$ cat src/rtl/cfu_pkg.sv
package cfu_pkg;

  localparam int STAT_W = 32;

  typedef enum logic [2:0] {
    OPC_ADD   = 3'd0,
    OPC_SUB   = 3'd1,
    OPC_SHLOG = 3'd2,
    OPC_LOG   = 3'd3,
    OPC_NONE  = 3'd4
  } opc_e;

  localparam int BIT_N = 31;
  localparam int BIT_Z = 30;
  localparam int BIT_C = 29;
  localparam int BIT_V = 28;
  localparam int BIT_Q = 27;

  localparam logic [STAT_W-1:0] IMPL_MASK  = 32'hF800_00FF;
  localparam logic [STAT_W-1:0] RESET_WORD = 32'h0000_00D3;

  typedef struct packed {
    logic n;
    logic z;
    logic c;
    logic v;
  } nzcv_t;

endpackage

$ cat src/rtl/cfu_rst_sync.sv
module cfu_rst_sync #(
  parameter int STAGES = 2
) (
  input  logic clk,
  input  logic rst_ni,
  output logic rst_no
);

  logic [STAGES-1:0] sync_q;
  logic [STAGES-1:0] sync_d;

  always_comb begin
    sync_d = {sync_q[STAGES-2:0], 1'b1};
  end

  always_ff @(posedge clk or negedge rst_ni) begin
    if (!rst_ni) begin
      sync_q <= '0;
    end else begin
      sync_q <= sync_d;
    end
  end

  assign rst_no = sync_q[STAGES-1];

endmodule

$ cat src/rtl/cfu_flag_calc.sv
module cfu_flag_calc
  import cfu_pkg::*;
#(
  parameter int DATA_W = 32
) (
  input  logic [2:0]        opc,
  input  logic [DATA_W-1:0] result,
  input  logic              add_carry,
  input  logic              sub_borrow,
  input  logic              shift_carry,
  input  logic              arith_ovf,
  input  nzcv_t             cur_flags,
  output nzcv_t             new_flags
);

  localparam int MSB = DATA_W - 1;

  logic res_neg;
  logic res_zero;

  always_comb begin
    res_neg  = result[MSB];
    res_zero = (result == '0);
  end

  always_comb begin
    new_flags = cur_flags;
    case (opc)
      OPC_ADD: begin
        new_flags.n = res_neg;
        new_flags.z = res_zero;
        new_flags.c = add_carry;
        new_flags.v = arith_ovf;
      end
      OPC_SUB: begin
        new_flags.n = res_neg;
        new_flags.z = res_zero;
        new_flags.c = ~sub_borrow;
        new_flags.v = arith_ovf;
      end
      OPC_SHLOG: begin
        new_flags.n = res_neg;
        new_flags.z = res_zero;
        new_flags.c = shift_carry;
      end
      OPC_LOG: begin
        new_flags.n = res_neg;
        new_flags.z = res_zero;
      end
      default: begin
        new_flags = cur_flags;
      end
    endcase
  end

endmodule

$ cat src/rtl/cfu_next_word.sv
module cfu_next_word
  import cfu_pkg::*;
(
  input  logic [STAT_W-1:0] cur_word,
  input  nzcv_t             new_flags,
  input  logic              flag_upd,
  input  logic              restore,
  input  logic              wr_en,
  input  logic [STAT_W-1:0] wr_word,
  input  logic [STAT_W-1:0] saved_word,
  input  logic              sat_set,
  output logic [STAT_W-1:0] nxt_word,
  output logic              load_en
);

  logic [STAT_W-1:0] base_word;

  always_comb begin
    base_word = cur_word;
    if (wr_en) begin
      base_word = wr_word & IMPL_MASK;
    end else if (restore) begin
      base_word = saved_word & IMPL_MASK;
    end else if (flag_upd) begin
      base_word[BIT_N] = new_flags.n;
      base_word[BIT_Z] = new_flags.z;
      base_word[BIT_C] = new_flags.c;
      base_word[BIT_V] = new_flags.v;
    end
  end

  always_comb begin
    nxt_word = base_word;
    if (sat_set) begin
      nxt_word[BIT_Q] = 1'b1;
    end
  end

  assign load_en = wr_en | restore | flag_upd | sat_set;

endmodule

$ cat src/rtl/cond_flag_unit.sv
module cond_flag_unit
  import cfu_pkg::*;
#(
  parameter int DATA_W = 32
) (
  input  logic              clk,
  input  logic              rst_n,
  input  logic              upd_valid,
  input  logic [2:0]        op_class,
  input  logic              is_compare,
  input  logic              set_flags,
  input  logic              dest_is_pc,
  input  logic [DATA_W-1:0] result,
  input  logic              add_carry,
  input  logic              sub_borrow,
  input  logic              shift_carry,
  input  logic              arith_ovf,
  input  logic              sat_set,
  input  logic              wr_en,
  input  logic [31:0]       wr_word,
  input  logic [31:0]       saved_word,
  output logic [31:0]       status_word
);

  logic              rst_sync_n;
  logic              flag_upd;
  logic              restore;
  logic              load_en;
  nzcv_t             cur_flags;
  nzcv_t             new_flags;
  logic [STAT_W-1:0] stat_q;
  logic [STAT_W-1:0] stat_d;

  cfu_rst_sync #(.STAGES(2)) u_rst_sync (
    .clk    (clk),
    .rst_ni (rst_n),
    .rst_no (rst_sync_n)
  );

  always_comb begin
    flag_upd = upd_valid & (is_compare | (set_flags & ~dest_is_pc));
    restore  = upd_valid & ~is_compare & set_flags & dest_is_pc;
    cur_flags = '{n: stat_q[BIT_N], z: stat_q[BIT_Z],
                  c: stat_q[BIT_C], v: stat_q[BIT_V]};
  end

  cfu_flag_calc #(.DATA_W(DATA_W)) u_flag_calc (
    .opc         (op_class),
    .result      (result),
    .add_carry   (add_carry),
    .sub_borrow  (sub_borrow),
    .shift_carry (shift_carry),
    .arith_ovf   (arith_ovf),
    .cur_flags   (cur_flags),
    .new_flags   (new_flags)
  );

  cfu_next_word u_next_word (
    .cur_word   (stat_q),
    .new_flags  (new_flags),
    .flag_upd   (flag_upd),
    .restore    (restore),
    .wr_en      (wr_en),
    .wr_word    (wr_word),
    .saved_word (saved_word),
    .sat_set    (sat_set),
    .nxt_word   (stat_d),
    .load_en    (load_en)
  );

  always_ff @(posedge clk or negedge rst_sync_n) begin
    if (!rst_sync_n) begin
      stat_q <= RESET_WORD;
    end else if (load_en) begin
      stat_q <= stat_d;
    end
  end

  assign status_word = stat_q;


  rsv_zero_chk: assert property (@(posedge clk) disable iff (!rst_sync_n)
    stat_q[26:8] == '0);


  q_set_chk: assert property (@(posedge clk) disable iff (!rst_sync_n)
    sat_set |=> stat_q[BIT_Q]);


  q_sticky_chk: assert property (@(posedge clk) disable iff (!rst_sync_n)
    (stat_q[BIT_Q] && !wr_en && !restore) |=> stat_q[BIT_Q]);


  ctrl_hold_chk: assert property (@(posedge clk) disable iff (!rst_sync_n)
    (!wr_en && !restore) |=> $stable(stat_q[7:0]));


  v_hold_chk: assert property (@(posedge clk) disable iff (!rst_sync_n)
    (flag_upd && !wr_en && op_class != OPC_ADD && op_class != OPC_SUB)
      |=> $stable(stat_q[BIT_V]));


  idle_hold_chk: assert property (@(posedge clk) disable iff (!rst_sync_n)
    (!upd_valid && !wr_en && !sat_set) |=> $stable(stat_q));

endmodule

$ cat config.mk
export PLATFORM = sky130hd
export DESIGN_NAME = cond_flag_unit
export DESIGN_NICKNAME = d
export VERILOG_FILES = /design/src/rtl/cfu_pkg.sv /design/src/rtl/cfu_rst_sync.sv /design/src/rtl/cfu_flag_calc.sv /design/src/rtl/cfu_next_word.sv /design/src/rtl/cond_flag_unit.sv
export SDC_FILE = /design/constraint.sdc
export NUM_CORES = 1
export LEC_CHECK = 0
export BUFFER_PORTS_ARGS = -buffer_cell sky130_fd_sc_hd__buf_4
export CORE_UTILIZATION = 33
export CTS_BUF_LIST = sky130_fd_sc_hd__clkbuf_8
export DETAILED_ROUTE_END_ITERATION = 10
export PLACE_DENSITY_LB_ADDON = 0.3
export SLEW_MARGIN = 5
export SYNTH_ARGS = -nofsm -noshare
export SYNTH_HDL_FRONTEND = slang
export SYNTH_SLANG_ARGS = --single-unit
$ cat constraint.sdc
create_clock -name clk -period 1.05 [get_ports clk]
set_input_delay 0.21 -clock clk [delete_from_list [all_inputs] [get_ports clk]]
set_output_delay 0.21 -clock clk [all_outputs]
set_load 0.01 [all_outputs]
-- After elaboration in Yosys (flattened, before gate mapping)
Cells that the tools add are included.
Widths: inputs -> output; s select.
- flip-flop bits (word level): 34
- output and inout port bits: 32
- logic and storage cells: 44
- bits of input ports: 111
- multiplexer cells: 8
- bitwise gates (word level): 12
- reductions and logical operators: 15
- equal/unequal tests: 3
- operators with widths (kind ; number):
    $logic_not 32->1 ; 1
    $mux 32 ; 1
    $mux 28 ; 1
    $reduce_bool 3->1 ; 4
    $reduce_and 3->1 ; 3
    $mux 4 ; 2
    $eq 3x2->1 const B ; 2
    $and 1x1->1 ; 5
    $reduce_bool 5->1 ; 1
    $or 1x1->1 ; 4
    $reduce_and 2->1 ; 2
    $reduce_or 4->1 ; 1
    $eq 3x1->1 const B ; 1
    $logic_not 3->1 ; 1
    $not 1->1 ; 3
    $pmux 1 s3 ; 1
    $mux 1 ; 2
    $mux 2 ; 1
    $reduce_bool 2->1 ; 1
    $reduce_or 2->1 ; 1

-- Depth between registers and ports, before layout
Gate-level depths: netlist of run 1.
- depth after elaboration: 8
- depth in mapped cells: 4
- depth with buffers taken out: 4

-- Modules after synthesis
Synthesis of run 1 repeated with hierarchy kept, for this count alone.
- cells, all modules: 170
- area total of the unflattened synthesis: 2097.0 µm²
- modules (own cells, without submodules) (module ; seq. area each (µm²) ; cells an instance ; area each (µm²) ; instances):
    cond_flag_unit ; 807.0 ; 71 ; 1375.1 ; 1
    cfu_next_word ; 0.0 ; 73 ; 520.5 ; 1
    cfu_flag_calc ; 0.0 ; 23 ; 147.6 ; 1
    cfu_rst_sync ; 50.0 ; 3 ; 53.8 ; 1

-- Worst setup path after synthesis of run 1
No wires, ideal clock.
- path kind: input-to-reg
- from: input result[13]
- to: register stat_q[30] (netlist: status_word[30])
- required time: 973 ps
- stages: 3
- setup slack: -251 ps
- path buffers: 0
- setup time: 77 ps
- data arrival time: 1224 ps
- cell sequence: or4_1 > or4_1 > a21oi_1
- longest elaborated chain between the ends: 5
- RTL lines (element ; RTL line ; RTL):
    start, declared ; cond_flag_unit.sv:13 ; input logic [DATA_W-1:0] result,
    $logic_not 32->1 ; cfu_flag_calc.sv:23 ; res_zero = (result == '0);
    $mux 2 ; cfu_flag_calc.sv:28 ; case (opc)
    $mux 4 ; cfu_next_word.sv:24 ; end else if (flag_upd) begin
    $mux 4 ; cfu_next_word.sv:22 ; end else if (restore) begin
    $mux 32 ; cfu_next_word.sv:20 ; if (wr_en) begin
    end signal, assigned ; cond_flag_unit.sv:75 ; stat_q <= stat_d;
    end, declared ; cond_flag_unit.sv:31 ; logic [STAT_W-1:0] stat_q;
Every way passes these cells. The select of a mux whose other input is x is not followed.
A chain may end at the register's enable or synchronous reset.

-- Worst setup path in the final report of run 1
- from: input result[16]
- to: register stat_q[30] (netlist: status_word[30])
The elaborated chain is that of the path after synthesis.

==> out/results.ini, run 1 <==
[power]
total_power_w = 0.00173
worst_ir_drop_vdd_mv = 0.797
p_leak_nw = 0.973
powerDensity_mw_per_mm2 = 916

[synthesis]
yosysUniqueCellTypes = 27
ys_seq_elements = 15
synth-edff-count = 0
synthArstFlopShare_pct = 100
avgSynthCellArea_um2 = 9.19
netlist_area_mm2 = 0.00101
synth_ff_type = dfrtp_1
synth_warnings = 0
syn_inst = 110
yosysSeqAreaShare_pct = 37.7

[worst_setup_path]
endpoint_kind = flip-flop
worstSetupPathType = input port to flip-flop
critPathMaxFanout = 1
worstPathCellList = buf_4, or4_1, or4_1, a21oi_1
start_kind = input port
path_delay_family = simple AND/OR/NAND/NOR gates
cpMostUsedCell = or4_1
max_stage_delay_ps = 500
r2r_slack_ps = 110
crit_buf_inv = 1
slowest_stage = or4_1
crit_required_ps = 1220
crit_arrival_ps = 1360

[global_routing]
grt_start_max_net_pins = 27
grt_use_total_pct = 20.0
grt_pass1_wl_mm = 5.09
antenna_found_initial = 0
gr-total-overflow = 0
grt_pass1_vias = 1171

[clock_network]
h-tree-depth = 1
cts_tree = done
cts_buffers = 3
root_buffer = clkbuf_8
clock-sinks = 15
clkTransAtPathRegs_ps = 60
worstSkewPairLatency_ps = 250
cts_buffer_depth = 2

[timing]
fin_skew_ps = 2.09
fmax_ghz = 0.843
whs_ps = 160
fin_ws_ps = -137
drv_slew = 0
rsz0062_at_grt = yes
slew_headroom_pct = 63.5
min_period_ps = 1190
hold_viol_final = 0
min_period_over_period_pct = 113
worst_pin_slew_ps = 547
setup_viol = 7

[floorplan]
coreArea_mm2 = 0.00283
ioPinCount = 143
rows = 19
die_y_um = 57.4
start_util_pct = 35.7
fp.dieW_um = 57.4
dieArea_mm2 = 0.00329

[placed_design]
placed_area_mm2 = 0.00165
dp_slack_ps = -418
hpwlAfterDp_mm = 2.51
place.gp.congestion = 0.784
port_buffers = 85

[drt]
wire_per_inst_um = 13.5
dr.pass1.iters = 8
vias = 1131
wirelength_mm = 3.20
drcViolationCount = 7
vias_per_cell = 4.77
initialDrtViolationCount = 47
antenna_left = 0

[run_status]
status = finished with violations
violations = DRC, setup timing

[finish]
n_antenna_cell = 0
final_common_cell = buf_4
fillers = 228
final_cell_mix = 81 x buf_4, 20 x conb_1, 14 x buf_6
fin_nets = 318
final_layout_size_suffix_gt1_share_pct = 56.3
final_area_mm2 = 0.00188
syn2layout_area_growth_pct = 86.3
fin_util_pct = 66.6

[run]
max_cap_viol_count = 0

[worst_hold_path]
hp-class = input port to flip-flop

-- sequential cells by signal (all words and copies together), names as in the netlist --
| signal | cells |
|---|---|
| u_rst_sync.sync_q | 2 |
| status_word | 13 |
-- layout make-up --
| cell class | count | area [um2] | share of cell area (%) |
|---|---|---|---|
| clock buffers | 3 | 41.3 | 2.19 |
| clock inverters | 1 | 5.00 | 0.266 |
| inverters | 4 | 15.0 | 0.797 |
| multi-input cells | 86 | 611 | 32.4 |
| flip-flops and latches | 15 | 382 | 20.3 |
| well taps | 31 | 38.8 | 2.06 |
| repair buffers | 97 | 791 | 42.0 |
-- path summary, 6_finish.rpt --
check / start / endpoint / cells past startpoint
min in group asynchronous: u_rst_sync.sync_q[1] / status_word[3] / 0
setup reg to reg: status_word[27] / status_word[27] / 3
hold reg to reg: u_rst_sync.sync_q[1] / status_word[3] / 0
hold / removal: sat_set / status_word[27] / 2
max in group asynchronous: u_rst_sync.sync_q[1] / status_word[1] / 0
setup / recovery: result[16] / status_word[30] / 4
-- metal layers --
layer,global-route usage [%],routed length (um),vias to the layer above
met3,4.31,214,6
met1,23.3,1160,515
met2,35.4,1800,65
li1,-,-,545
met4,8.36,35,0
met5,0,0,-
-- logic make-up after synthesis --
family / share of synthesized area (%)
AND/OR/NAND/NOR: 18.4
buffers and inverters: 17.2
flip-flops: 37.7
other: 0.743
AO/OA/AOI/OAI: 11.8
multiplexers: 14.1
-- through the flow --
step | std cells | setup TNS (ps)
floorplan | 128 | -250
global placement | 228 | -3190
detailed placement | 228 | -3330
CTS | 236 | -443
global route | 237 | -1020
finish | 237 | -364
-- synth_stat cells, types with 2 or more instances --
master	number	share of area, %
clkbuf_1	3	1.1
nor3b_1	3	2.2
conb_1	2	0.74
or4_1	2	1.5
a221oi_1	2	1.7
nand2b_1	2	1.2
nor2b_1	4	2.5
inv_1	4	1.5
o21ai_0	10	5.0
dfrtp_1	10	25
nor4_1	7	4.3
buf_4	19	14
nand4_1	2	1.2
a21oi_1	2	0.99
dfstp_2	5	13
mux2_2	2	2.2
mux2i_1	12	12
nand2_1	10	3.7
-- where the power goes --
part / switching (W) / total [W] / leakage [nW] / internal [W]
clock network: 0.000203 / 0.000465 / 0.0255 / 0.000263
registers: 0.0000403 / 0.000684 / 0.168 / 0.000644
logic: 0.000227 / 0.000576 / 0.779 / 0.000349
-- repair_timing --
item	4_1_cts	5_1_grt
gates resized for setup	18	21
endpoints found under the hold margin	2	0
buffers inserted	3	2
pin swaps	0	6
hold buffers	1	0
endpoints found under the setup margin	10	17
Note: power is estimated with default switching activity, not from simulation.
==> run 2: changes to the inputs <==
- BUFFER_PORTS_ARGS: -buffer_cell sky130_fd_sc_hd__buf_4 -> -buffer_cell sky130_fd_sc_hd__buf_2
==> out/results.ini, run 2 (same netlist as run 1, synthesis figures left out) <==
[drt]
dr.pass1.iters = 9
vias = 1076
antenna_left = 0
wirelength_mm = 2.80
drcViolationCount = 7
wire_per_inst_um = 11.9
vias_per_cell = 4.58
initialDrtViolationCount = 42

[worst_setup_path]
critPathMaxFanout = 1
rr_endpoint = status_word[27]
crit_arrival_ps = 1360
crit_required_ps = 1220
worstSetupPathType = input port to flip-flop
slowest_stage = or4_1
max_stage_delay_ps = 520
crit_path_start = result[13]
r2r_slack_ps = 120
endpoint_kind = flip-flop
worstPathCellList = buf_6, or4_1, or4_1, a21oi_1
r2r-start = status_word[27]
start_kind = input port
cpMostUsedCell = or4_1
crit_path_end = status_word[30]
reg2regPathDepth = 3

[power]
p_seq_share_pct = 43.6
p_leak_nw = 0.875
power_switching_w = 0.000423
worst_ir_drop_vdd_mv = 0.668
p_int_w = 0.00115
power.share.clock_pct = 27.8
power_frac_comb_pct = 28.6
powerDensity_mw_per_mm2 = 981
switching_share_pct = 27.0

[run_status]
violations = DRC, setup timing
status = finished with violations

[placed_design]
placed_area_mm2 = 0.00144
placed_cells = 229
hpwlAfterDp_mm = 2.29
place.gp.congestion = 0.725
port_buffers = 85

[finish]
final_common_cell = buf_2
final_area_mm2 = 0.00160
fin_nets = 316
syn2layout_area_growth_pct = 58.2
final_cell_mix = 78 x buf_2, 20 x conb_1, 12 x mux2i_1
final_cells = 235
final_layout_size_suffix_gt1_share_pct = 53.4
largest_reg_flops = 13
n_antenna_cell = 0

[clock_network]
cts_buffers = 3
root_buffer = clkbuf_8
cts_buffer_depth = 2
cts_tree = done
h-tree-depth = 1
clock-sinks = 15
clkTransAtPathRegs_ps = 60
worstSkewPairLatency_ps = 240

[global_routing]
grt_start_max_net_pins = 20
met3_usage_pct = 4.08
grt_pass1_vias = 1087
antenna_found_initial = 0
gr-usage-met2_pct = 33.4
grt-busiest-layer = met2
gr-total-overflow = 0
grt_use_total_pct = 17.9
grt_pass1_wl_mm = 4.64
grtUsageMet1_pct = 20.9

[floorplan]
fp.dieW_um = 57.4
dieArea_mm2 = 0.00329
start_util_pct = 35.7
rows = 19
die_y_um = 57.4
coreArea_mm2 = 0.00283
ioPinCount = 143

[timing]
hold_viol_final = 0
slew_headroom_pct = 65.7
min_period_over_period_pct = 114
fmax_ghz = 0.839
drv_slew = 0
min_period_ps = 1190
fin_ws_ps = -143
rsz0062_at_grt = yes
fin_skew_ps = 1.45
whs_ps = 163
worst_pin_slew_ps = 515
setup_viol = 7

[run]
max_cap_viol_count = 0

[worst_hold_path]
hp-class = input port to flip-flop

## run 2: changes by cell type in the layout (fill, tap and decap cells not counted), sizes merged
cell    delta
buf        -2
clkinv     -1
inv        +1
## run 2: what timing repair did
action	4_1_cts	5_1_grt
resized for setup	11	3
gates cloned	0	0
buffers inserted	0	1
endpoints found under the setup margin	8	18
pin swaps	0	2
hold buffers	1	0
endpoints found under the hold margin	2	0
## run 2: layout make-up
cell class                      instances  area [um2]
Clock buffer                            3        41.3
Clock inverter                          1        3.75
Fill cell                             266        1230
Inverter                                4        15.0
Multi-Input combinational cell         86         572
Sequential cell                        15         382
Tap cell                               31        38.8
Timing Repair Buffer                   95         547
## run 2: critical path: cells and delay by family
| family | cells | cell delay (ps) |
|---|---|---|
| AO/OA/AOI/OAI | 1 | 130 |
| buffers and inverters | 1 | 80 |
| AND/OR/NAND/NOR | 2 | 930 |
## run 2: worst min-delay path by stage
| stage | start | end | slack [ps] | depth (start not counted) |
|---|---|---|---|---|
| after floorplan | rst_n | u_rst_sync.sync_q[0] | -90 | 0 |
| after global placement | rst_n | u_rst_sync.sync_q[0] | -5 | 1 |
| after detailed placement | rst_n | u_rst_sync.sync_q[1] | -3 | 1 |
| after CTS | sat_set | status_word[27] | 160 | 2 |
| after global routing | sat_set | status_word[27] | 150 | 2 |
| final | sat_set | status_word[27] | 160 | 2 |
## run 2: power by group through the flow
stage | registers [W] | logic (W) | clock network [W]
2_1_floorplan | 0.000709 | 0.000199 | 0
3_3_place_gp | 0.000687 | 0.000388 | 0
3_5_place_dp | 0.000690 | 0.000397 | 0
4_1_cts | 0.000685 | 0.000434 | 0.000454
5_1_grt | 0.000693 | 0.000494 | 0.000492
6_report | 0.000685 | 0.000448 | 0.000435
## run 2: per-stage QoR
| step | power (W) | utilization, % | worst slack [ps] | TNS (ps) |
|---|---|---|---|---|
| floorplan | 0.000908 | - | -234 | -250 |
| global placement | 0.00107 | 51.0 | -407 | -3140 |
| CTS | 0.00157 | 55.4 | -141 | -437 |
| detailed placement | 0.00109 | 51.0 | -414 | -3260 |
| global route | 0.00168 | 56.5 | -185 | -987 |
| finish | 0.00157 | 56.5 | -143 | -410 |
## run 2: per-layer routing
layer	up-vias	share of wire [%]
li1	541	-
met1	482	40
met2	51	54
met3	2	6.0
met4	0	0.21
met5	-	0
